### config.mk
export PLATFORM = sky130hd
export DESIGN_NAME = mlm_top
export DESIGN_NICKNAME = d
export VERILOG_FILES = /design/src/rtl/mlm_pkg.sv /design/src/rtl/mlm_decode.sv /design/src/rtl/mlm_ctrl.sv /design/src/rtl/mlm_merge.sv /design/src/rtl/mlm_top.sv
export SDC_FILE = /design/constraint.sdc
export NUM_CORES = 1
export LEC_CHECK = 0
export BUFFER_PORTS_ARGS = -buffer_cell sky130_fd_sc_hd__buf_2
export CAP_MARGIN = 30
export CORE_ASPECT_RATIO = 1.5
export CORE_MARGIN = 2
export CORE_UTILIZATION = 40
export CTS_CLUSTER_DIAMETER = 50
export CTS_CLUSTER_SIZE = 25
export DETAILED_ROUTE_END_ITERATION = 16
export SYNTH_ARGS = -nofsm -noshare
export SYNTH_HDL_FRONTEND = slang
export SYNTH_SLANG_ARGS = --single-unit
### constraint.sdc
create_clock -name clk_i -period 8.4 [get_ports clk_i]
set_clock_uncertainty 0.2 [all_clocks]
set_input_delay 1.68 -clock clk_i [delete_from_list [all_inputs] [get_ports clk_i]]
set_output_delay 1.68 -clock clk_i [all_outputs]
set_load 0.01 [all_outputs]
### src/rtl/mlm_pkg.sv
package mlm_pkg;
  typedef enum logic [1:0] {
    SZ_BYTE = 2'd0,
    SZ_HALF = 2'd1,
    SZ_WORD = 2'd2,
    SZ_WALT = 2'd3
  } size_e;

  typedef enum logic [1:0] {
    ST_IDLE = 2'd0,
    ST_RD0  = 2'd1,
    ST_RD1  = 2'd2,
    ST_CAP  = 2'd3
  } state_e;
endpackage

### src/rtl/mlm_decode.sv
module mlm_decode #(
  parameter  int BYTES = 4,
  localparam int OFF_W = $clog2(BYTES)
) (
  input  logic [OFF_W-1:0]  off_i,
  input  mlm_pkg::size_e    size_i,
  output logic [OFF_W:0]    nbytes_o,
  output logic              straddle_o,
  output logic              misaligned_o
);
  import mlm_pkg::*;

  logic [OFF_W:0] span;
  logic [OFF_W:0] nm1;

  always_comb begin
    unique case (size_i)
      SZ_BYTE: nbytes_o = (OFF_W+1)'(1);
      SZ_HALF: nbytes_o = (OFF_W+1)'(2);
      default: nbytes_o = (OFF_W+1)'(BYTES);
    endcase
  end

  assign span         = {1'b0, off_i} + nbytes_o;
  assign straddle_o   = span > (OFF_W+1)'(BYTES);
  assign nm1          = nbytes_o - 1'b1;
  assign misaligned_o = |({1'b0, off_i} & nm1);
endmodule

### src/rtl/mlm_ctrl.sv
module mlm_ctrl (
  input  logic clk_i,
  input  logic rst_ni,
  input  logic req_valid_i,
  input  logic fault_en_i,
  input  logic misaligned_i,
  input  logic split_i,
  output logic req_ready_o,
  output logic accept_o,
  output logic flt_o,
  output logic mem_req_o,
  output logic second_o,
  output logic hold_o,
  output logic cap_o,
  output logic done_o,
  output logic fault_o
);
  import mlm_pkg::*;

  state_e state_q, state_d;

  assign req_ready_o = (state_q == ST_IDLE);
  assign accept_o    = req_valid_i & req_ready_o;
  assign flt_o       = accept_o & fault_en_i & misaligned_i;
  assign mem_req_o   = (state_q == ST_RD0) | (state_q == ST_RD1);
  assign second_o    = (state_q == ST_RD1);
  assign hold_o      = (state_q == ST_RD1); // first word arrives while second is requested
  assign cap_o       = (state_q == ST_CAP);

  always_comb begin
    state_d = state_q;
    unique case (state_q)
      ST_IDLE: if (accept_o && !flt_o) state_d = ST_RD0;
      ST_RD0:  state_d = split_i ? ST_RD1 : ST_CAP;
      ST_RD1:  state_d = ST_CAP;
      ST_CAP:  state_d = ST_IDLE;
      default: state_d = ST_IDLE;
    endcase
  end

  always_ff @(posedge clk_i or negedge rst_ni) begin
    if (!rst_ni) begin
      state_q <= ST_IDLE;
      done_o  <= 1'b0;
      fault_o <= 1'b0;
    end else begin
      state_q <= state_d;
      done_o  <= cap_o | flt_o;
      fault_o <= flt_o;
    end
  end


  done_pulse_chk: assert property (@(posedge clk_i) disable iff (!rst_ni)
    done_o |=> !done_o);

  fault_with_done_chk: assert property (@(posedge clk_i) disable iff (!rst_ni)
    fault_o |-> done_o);

  result_after_read_chk: assert property (@(posedge clk_i) disable iff (!rst_ni)
    (done_o && !fault_o) |-> $past(mem_req_o, 2));

  no_read_when_ready_chk: assert property (@(posedge clk_i) disable iff (!rst_ni)
    mem_req_o |-> !req_ready_o);
endmodule

### src/rtl/mlm_merge.sv
module mlm_merge #(
  parameter  int DATA_W = 32,
  localparam int BYTES  = DATA_W / 8,
  localparam int OFF_W  = $clog2(BYTES)
) (
  input  logic              clk_i,
  input  logic              rst_ni,
  input  logic [OFF_W-1:0]  off_i,
  input  logic [OFF_W:0]    nbytes_i,
  input  logic              split_i,
  input  logic              hold_i,
  input  logic              cap_i,
  input  logic              clr_i,
  input  logic [DATA_W-1:0] rdata_i,
  output logic [DATA_W-1:0] data_o
);
  logic [DATA_W-1:0] first_q;
  logic [DATA_W-1:0] lo_word, hi_word, mask, merged;
  logic [OFF_W+2:0]  lo_sh;
  logic [OFF_W+3:0]  hi_sh;
  logic [OFF_W:0]    hi_bytes;

  for (genvar b = 0; b < BYTES; b++) begin : g_mask
    assign mask[8*b +: 8] = {8{(OFF_W+1)'(b) < nbytes_i}};
  end

  assign lo_word  = split_i ? first_q : rdata_i;
  assign hi_word  = split_i ? rdata_i : '0;
  assign hi_bytes = (OFF_W+1)'(BYTES) - {1'b0, off_i};
  assign lo_sh    = {off_i, 3'b000};
  assign hi_sh    = {hi_bytes, 3'b000};
  assign merged   = ((lo_word >> lo_sh) | (hi_word << hi_sh)) & mask;

  always_ff @(posedge clk_i or negedge rst_ni) begin
    if (!rst_ni) begin
      first_q <= '0;
      data_o  <= '0;
    end else begin
      if (hold_i) first_q <= rdata_i;
      if (clr_i)      data_o <= '0;
      else if (cap_i) data_o <= merged;
    end
  end
endmodule

### src/rtl/mlm_top.sv
module mlm_top #(
  parameter  int ADDR_W  = 32,
  parameter  int DATA_W  = 32,
  localparam int BYTES   = DATA_W / 8,
  localparam int OFF_W   = $clog2(BYTES),
  localparam int WADDR_W = ADDR_W - OFF_W
) (
  input  logic               clk_i,
  input  logic               rst_ni,
  input  logic               req_valid_i,
  output logic               req_ready_o,
  input  logic [ADDR_W-1:0]  req_addr_i,
  input  logic [1:0]         req_size_i,
  input  logic               fault_en_i,
  output logic               done_o,
  output logic               fault_o,
  output logic [DATA_W-1:0]  data_o,
  output logic               mem_req_o,
  output logic [WADDR_W-1:0] mem_addr_o,
  input  logic [DATA_W-1:0]  mem_rdata_i
);
  import mlm_pkg::*;

  logic [ADDR_W-1:0] addr_q;
  size_e             size_q;
  logic              accept, flt, second, hold, cap;
  logic [OFF_W:0]    nb_live, nb_q;
  logic              spl_live, mis_live, spl_q, mis_q;

  // live decode judges the fault at acceptance; held decode steers the access
  mlm_decode #(.BYTES(BYTES)) u_dec_live (
    .off_i(req_addr_i[OFF_W-1:0]), .size_i(size_e'(req_size_i)),
    .nbytes_o(nb_live), .straddle_o(spl_live), .misaligned_o(mis_live));

  mlm_decode #(.BYTES(BYTES)) u_dec_held (
    .off_i(addr_q[OFF_W-1:0]), .size_i(size_q),
    .nbytes_o(nb_q), .straddle_o(spl_q), .misaligned_o(mis_q));

  always_ff @(posedge clk_i or negedge rst_ni) begin
    if (!rst_ni) begin
      addr_q <= '0;
      size_q <= SZ_BYTE;
    end else if (accept) begin
      addr_q <= req_addr_i;
      size_q <= size_e'(req_size_i);
    end
  end

  mlm_ctrl u_ctrl (
    .clk_i, .rst_ni, .req_valid_i, .fault_en_i,
    .misaligned_i(mis_live), .split_i(spl_q),
    .req_ready_o, .accept_o(accept), .flt_o(flt), .mem_req_o,
    .second_o(second), .hold_o(hold), .cap_o(cap), .done_o, .fault_o);

  mlm_merge #(.DATA_W(DATA_W)) u_merge (
    .clk_i, .rst_ni, .off_i(addr_q[OFF_W-1:0]), .nbytes_i(nb_q),
    .split_i(spl_q), .hold_i(hold), .cap_i(cap), .clr_i(flt),
    .rdata_i(mem_rdata_i), .data_o);

  assign mem_addr_o = addr_q[ADDR_W-1:OFF_W] + WADDR_W'(second);


  split_addr_step_chk: assert property (@(posedge clk_i) disable iff (!rst_ni)
    (mem_req_o && $past(mem_req_o)) |-> mem_addr_o == $past(mem_addr_o) + 1'b1);

  burst_len_chk: assert property (@(posedge clk_i) disable iff (!rst_ni)
    (mem_req_o && $past(mem_req_o)) |=> !mem_req_o);

  byte_never_split_chk: assert property (@(posedge clk_i) disable iff (!rst_ni)
    (mem_req_o && size_q == SZ_BYTE) |-> !spl_q && !mis_q);

  fault_no_read_chk: assert property (@(posedge clk_i) disable iff (!rst_ni)
    flt |=> !mem_req_o);

  size_width_chk: assert property (@(posedge clk_i) disable iff (!rst_ni)
    accept |-> $countones(nb_live) == 1);

  straddle_reads_chk: assert property (@(posedge clk_i) disable iff (!rst_ni)
    accept && !flt && spl_live |=> ##1 mem_req_o ##1 !req_ready_o);
endmodule

* After elaboration in Yosys (flattened, before gate mapping)
Index checks and enable logic that the tools add are counted.
** Word-level totals
- Word-level logic and storage cells :: 48
- Flip-flop bits (word level) :: 102
- Output and inout bits :: 66
- Input port bits :: 70
** Operators by class
- Shift operators :: 2
- Reductions and logical operators :: 7
- Bitwise operators :: 8
- Multiplexer cells :: 9
- Magnitude comparators :: 5
- Equal/unequal tests :: 6
- Add/subtract/negate cells :: 4
** Operators with widths (number)
- $mux W32 :: 4
- $and A32 B32 Y32 :: 1
- $or A32 B32 Y32 :: 1
- $shl A32 B6 Y32 :: 1
- $shr A32 B5 Y32 :: 1
- $add A30 B1 Y30 :: 1
- $pmux W3 S2 :: 2
- $pmux W2 S4 :: 1
- $eq A2 B1 Y1 const B :: 3
- $logic_not A2 Y1 :: 3
- $lt A1 B3 Y1 const A :: 2
- $lt A2 B3 Y1 const A :: 2
- $eq A2 B2 Y1 const B :: 2
- $add A2 B3 Y3 :: 1
- $and A1 B1 Y1 :: 3
- $and A2 B3 Y3 :: 1
- $gt A3 B3 Y1 const B :: 1
- $reduce_or A3 Y1 :: 1
- $sub A3 B1 Y3 const B :: 1
- $sub A3 B2 Y3 const A :: 1
- $mux W2 :: 1
- $ne A2 B2 Y1 const B :: 1
- $or A1 B1 Y1 :: 2
- $reduce_bool A2 Y1 :: 1
- other kinds (3) :: 3

* Longest topological paths before layout
- Depth after elaboration :: 10
- Gate-level depth with buffers :: 11
- Depth with buffers taken out :: 9

* Modules after synthesis
A second synthesis with hierarchy kept.
** Unflattened totals
- Cells, all modules :: 552
- Area total of the unflattened synthesis :: 6394.9 sq um
** By module, submodules not included
- mlm_merge :: seq. area each 1601.5 sq um, area each 4106.4 sq um, cells each 356, instances 1
- mlm_top :: seq. area each 850.8 sq um, area each 1855.5 sq um, cells each 153, instances 1
- mlm_ctrl :: seq. area each 100.1 sq um, area each 262.8 sq um, cells each 23, instances 1
- mlm_decode :: seq. area each 0.0 sq um, area each 85.1 sq um, cells each 10, instances 2

* Least setup slack after synthesis
No wires, ideal clock.
- Path type :: register -> output
- Start :: register u_ctrl.state_q[0]
- End :: output port mem_addr_o[18]
- Required time :: 6520 ps
- Arrival :: 2027 ps
- Cell stages (with the launch flop) :: 10
- Path slack :: 4493 ps
- Buffers on the path :: 1
- Cells stage by stage :: dfrtp_1 inv_1 ha_1 ha_1 ha_1 and3_1 clkbuf_1 and2_0 nor2b_1 xnor2_1
** On the way
- Longest elaborated chain between the ends :: 2
** RTL lines
- start: declaration :: RTL line mlm_ctrl.sv:20 : state_e state_q, state_d;
- start signal: assignment :: RTL line mlm_ctrl.sv:47 : state_q <= state_d;
- $eq A2 B2 Y1 :: RTL line mlm_ctrl.sv:26 : assign second_o = (state_q == ST_RD1);
- $add A30 B1 Y30 :: RTL line mlm_top.sv:60 : assign mem_addr_o = addr_q[ADDR_W-1:OFF_W] + WADDR_W'(second);
- end: declaration :: RTL line mlm_top.sv:19 : output logic [WADDR_W-1:0] mem_addr_o,
No other way between the ends.

* Worst setup path in the final report
Same ends and word-level chain as after synthesis.

==> metrics.log <==
INFO  metric floorplan.initialDensity = 0.4073
INFO  metric synth-xor-area-share = 0.04403
INFO  metric drtIter0Drc = 358
INFO  metric post-cts-setup-buffer-count = 0
INFO  metric grt_start_max_net_pins = 77
INFO  metric detailroute.via_count = 5248
INFO  metric cts_tree = yes
INFO  metric worst_path_buf_inv = 3
INFO  metric num_antenna_cells = 0
INFO  metric synth_mux_area_frac = 0.2309
INFO  metric synthAdderAreaFrac = 0.02161
INFO  metric cts.reportedPaths.clkPinSlew = 0.07 ns
INFO  metric route.antenna.remaining_nets = 0
INFO  metric cts.sinks = 102
INFO  metric irDropWorstVdd = 277.6 uV
INFO  metric worst_path_most_repeated_cell = sky130_fd_sc_hd__ha_1
INFO  metric cts-resized-gates = 0
INFO  metric synth.most_common_cell = sky130_fd_sc_hd__dfrtp_1
INFO  metric required = about 6.5 ns
INFO  metric cpMaxStageDelayCell = sky130_fd_sc_hd__dfrtp_1
INFO  metric min_period = about 5.0 ns
INFO  metric cp_data_arrival_time = about 3.2 ns
INFO  metric power_density = just under 500 nW/um2
INFO  metric first_global_vias = 5231
INFO  metric cpPeakStageDelay = 0.43 ns
INFO  metric run_status = completed
INFO  metric yosysWarningCount = 0
INFO  metric hp-class = reg2reg
INFO  metric ioPinCount = 136
INFO  metric final-max-slew-violation-count = 0
INFO  metric final_stage_net_count = 776
INFO  metric post_dp_hpwl = 12.51 mm
INFO  metric die_width = 105.1 um
INFO  metric antenna_found_initial = 0
INFO  metric synth_largest_area_cell = sky130_fd_sc_hd__dfrtp_1
INFO  metric number_of_rows_in_the_core_area = 55
INFO  metric fraction_of_synthesized_cell_area_taken_by_the_top_area_cell_type = 0.4158
INFO  metric hold_buffers = 0
INFO  metric grt_setup_unrepaired = no
INFO  metric worstSetupStartpointType = flop
INFO  metric gp_routability_congestion = 0.8483
INFO  metric netlist_area = 6138 um2
INFO  metric synthesis_to_layout_area_growth = 20.18%
INFO  metric cp_max_fo = 33
INFO  metric chipHeight = 155.7 um
INFO  metric grt_overflow_total = 0
INFO  metric clock_network_latency_to_the_later_pin_of_the_worst_skew_pair = 0.35 ns
INFO  metric setup_violations = 0
INFO  metric synth.net_count = 655
INFO  metric fmaxAchievable = 198.7 MHz
INFO  metric drt-total-wl = ~17 mm
INFO  metric final.setup.tns = 0 ns
INFO  metric grt_first_pass_wirelength = 27.57 mm
INFO  metric timing.slew.headroom = 0.4105
INFO  metric htree_levels = 3
INFO  metric port-buffer-count = 135
INFO  metric path_cells = inv_1, ha_1, buf_4, ha_1, ha_1, and3_1, and2_0, nor2b_1, xnor2_1, buf_2
INFO  metric placed_cells_incl_taps = 883
INFO  metric ys_ff_latch = around 100
INFO  metric drt-pass1-iter-count = 6
INFO  metric post_synth.cell_area_avg = 10.68 um2
INFO  metric yosysSeqAreaShare = 0.4158
INFO  metric postLayoutCoreUtil = 0.4895
INFO  metric dieArea = 16370 um2
INFO  metric finalHoldViolCount = 0
INFO  metric synth_compound_area_frac = 0.1305
INFO  metric end_kind = output pin
INFO  metric synthTopCellsByArea = sky130_fd_sc_hd__dfrtp_1 (42%), sky130_fd_sc_hd__mux2_2 (14%), sky130_fd_sc_hd__mux4_2 (5.1%)
INFO  metric synthSimpleGateAreaFrac = 0.1274
INFO  metric finalNonFillerCells = 900
INFO  metric power_leakage = between 0.003 and 0.004 uW
INFO  metric netlist_cell_types = 53
INFO  metric route.detailed.wl_per_inst = 19.42 um
INFO  metric largest_family_of_logic_cells_by_synthesized_area = multiplexers
INFO  metric synth-edff-count = 0
INFO  metric final_min_period_over_clock_period = 0.5990
INFO  metric cpLargestDelayFamily = simple AND/OR/NAND/NOR gates
INFO  metric path_class = reg2out
INFO  metric synth-async-reset-ratio = 1.000
INFO  metric tritoncts.num_buffers = 9
INFO  metric tightestPinTransition = 0.8842 ns
INFO  metric clock_path_buffers = 2
INFO  metric synth_ff_type = sky130_fd_sc_hd__dfrtp_1
INFO  metric max-cap-violations = 0
INFO  metric root_buffer = sky130_fd_sc_hd__clkbuf_16
INFO  metric drt_drc_violations_left = 0
INFO  metric synth_common_cells = sky130_fd_sc_hd__dfrtp_1 (102), sky130_fd_sc_hd__mux2_2 (76), sky130_fd_sc_hd__nand2_1 (54)
INFO  metric layout_cells_sized_above_1 = 0.3766
INFO  metric grtUsageTotal = 0.2141
INFO  metric synthesis.instances = 575
INFO  metric vias_per_cell = 5.831
INFO  metric core = 15070 um2
INFO  metric n_fill_cell = around 1.4k
[path summary, 6_finish.rpt]
path / start / to / slack (ns) / depth (start not counted)
worst max-delay path: u_ctrl.state_q[0] / mem_addr_o[18] / 3.37 / 10
worst min-delay path: u_merge.data_o[24] / u_merge.data_o[24] / 0.28 / 1
worst max register to register: addr_q[0] / u_merge.data_o[22] / 4.54 / 9
worst min register to register: u_merge.data_o[24] / u_merge.data_o[24] / 0.28 / 1
max in group asynchronous: rst_ni / u_merge.first_q[26] / 6.09 / 3
min in group asynchronous: rst_ni / addr_q[5] / 1.03 / 1
[metrics by stage]
step / instance area (um2) / setup WS [ns] / hold slack [ns] / power [uW]
after detailed placement: 7000 / 3.720 / 0.2686 / 3093
after global routing: 7377 / 3.162 / 0.3064 / 3809
after global placement: 6973 / 3.849 / 0.2616 / 3013
after floorplan: 6138 / 4.493 / 0.2754 / 2459
after CTS: 7350 / 3.340 / 0.2849 / 3593
final: 7377 / 3.368 / 0.2818 / 3585
[placed cells by master (no fill, tap or decap), drive strengths merged, types with 4 or more instances in the layout]
cell type  synthesis  final
and3              20     20
o21ai             31     31
nand2             55     55
a31oi              9      9
nor2              22     22
nor3              10     10
a21oi             20     20
nand3             21     21
o221a              6      6
ha                 9      9
nor4               4      4
mux2i             22     22
a22oi              8      8
a32o               5      5
nand4              8      8
dfrtp            102    102
a211oi            17     17
xor2               6      6
and4               5      5
nand2b             4      4
clkbuf            25     11
inv                9      9
buf               11    146
xnor2             24     24
mux2              76     76
mux4              15     15
[cells by family after synthesis]
kind of cell / count (synthesis)
and+or+nand+nor: 158
AOI/OAI and AO/OA: 117
muxes: 113
DFF: 102
buffers and inverters: 45
xor gates and xnor gates: 30
adders and majority gates: 10
[metal layers]
layer  wire, um  vias up  global-route usage
li1           -     2396                   -
met1       7206     2596              0.2530
met2       8685      213              0.3748
met3        909       43             0.03467
met4        673        0              0.1086
met5          0        -                   0
[registers in the layout (all words and copies together), names as in the netlist]
signal and cells:
u_merge.first_q 32, u_ctrl.state_q 2, u_ctrl.done_o 1, addr_q 32
u_ctrl.fault_o 1, u_merge.data_o 32, size_q 2
[where the power goes]
part           total (uW)  internal, uW  switching (uW)
clock                 485           300             185
combinational        2170           967            1200
sequential            931           732             200
total                3590          2000            1590
[layout make-up]
cell class              instances  area, um2  share of cell area
multi-input cells             428       3406              0.4617
clock buffers                  11      242.7             0.03290
well taps                     199      249.0             0.03375
clock inverters                 5      106.4             0.01442
flip-flops and latches        102       2554              0.3462
inverters                       9      33.78            0.004579
repair buffers                146      785.8              0.1065
(Power assumes the default switching activity.)
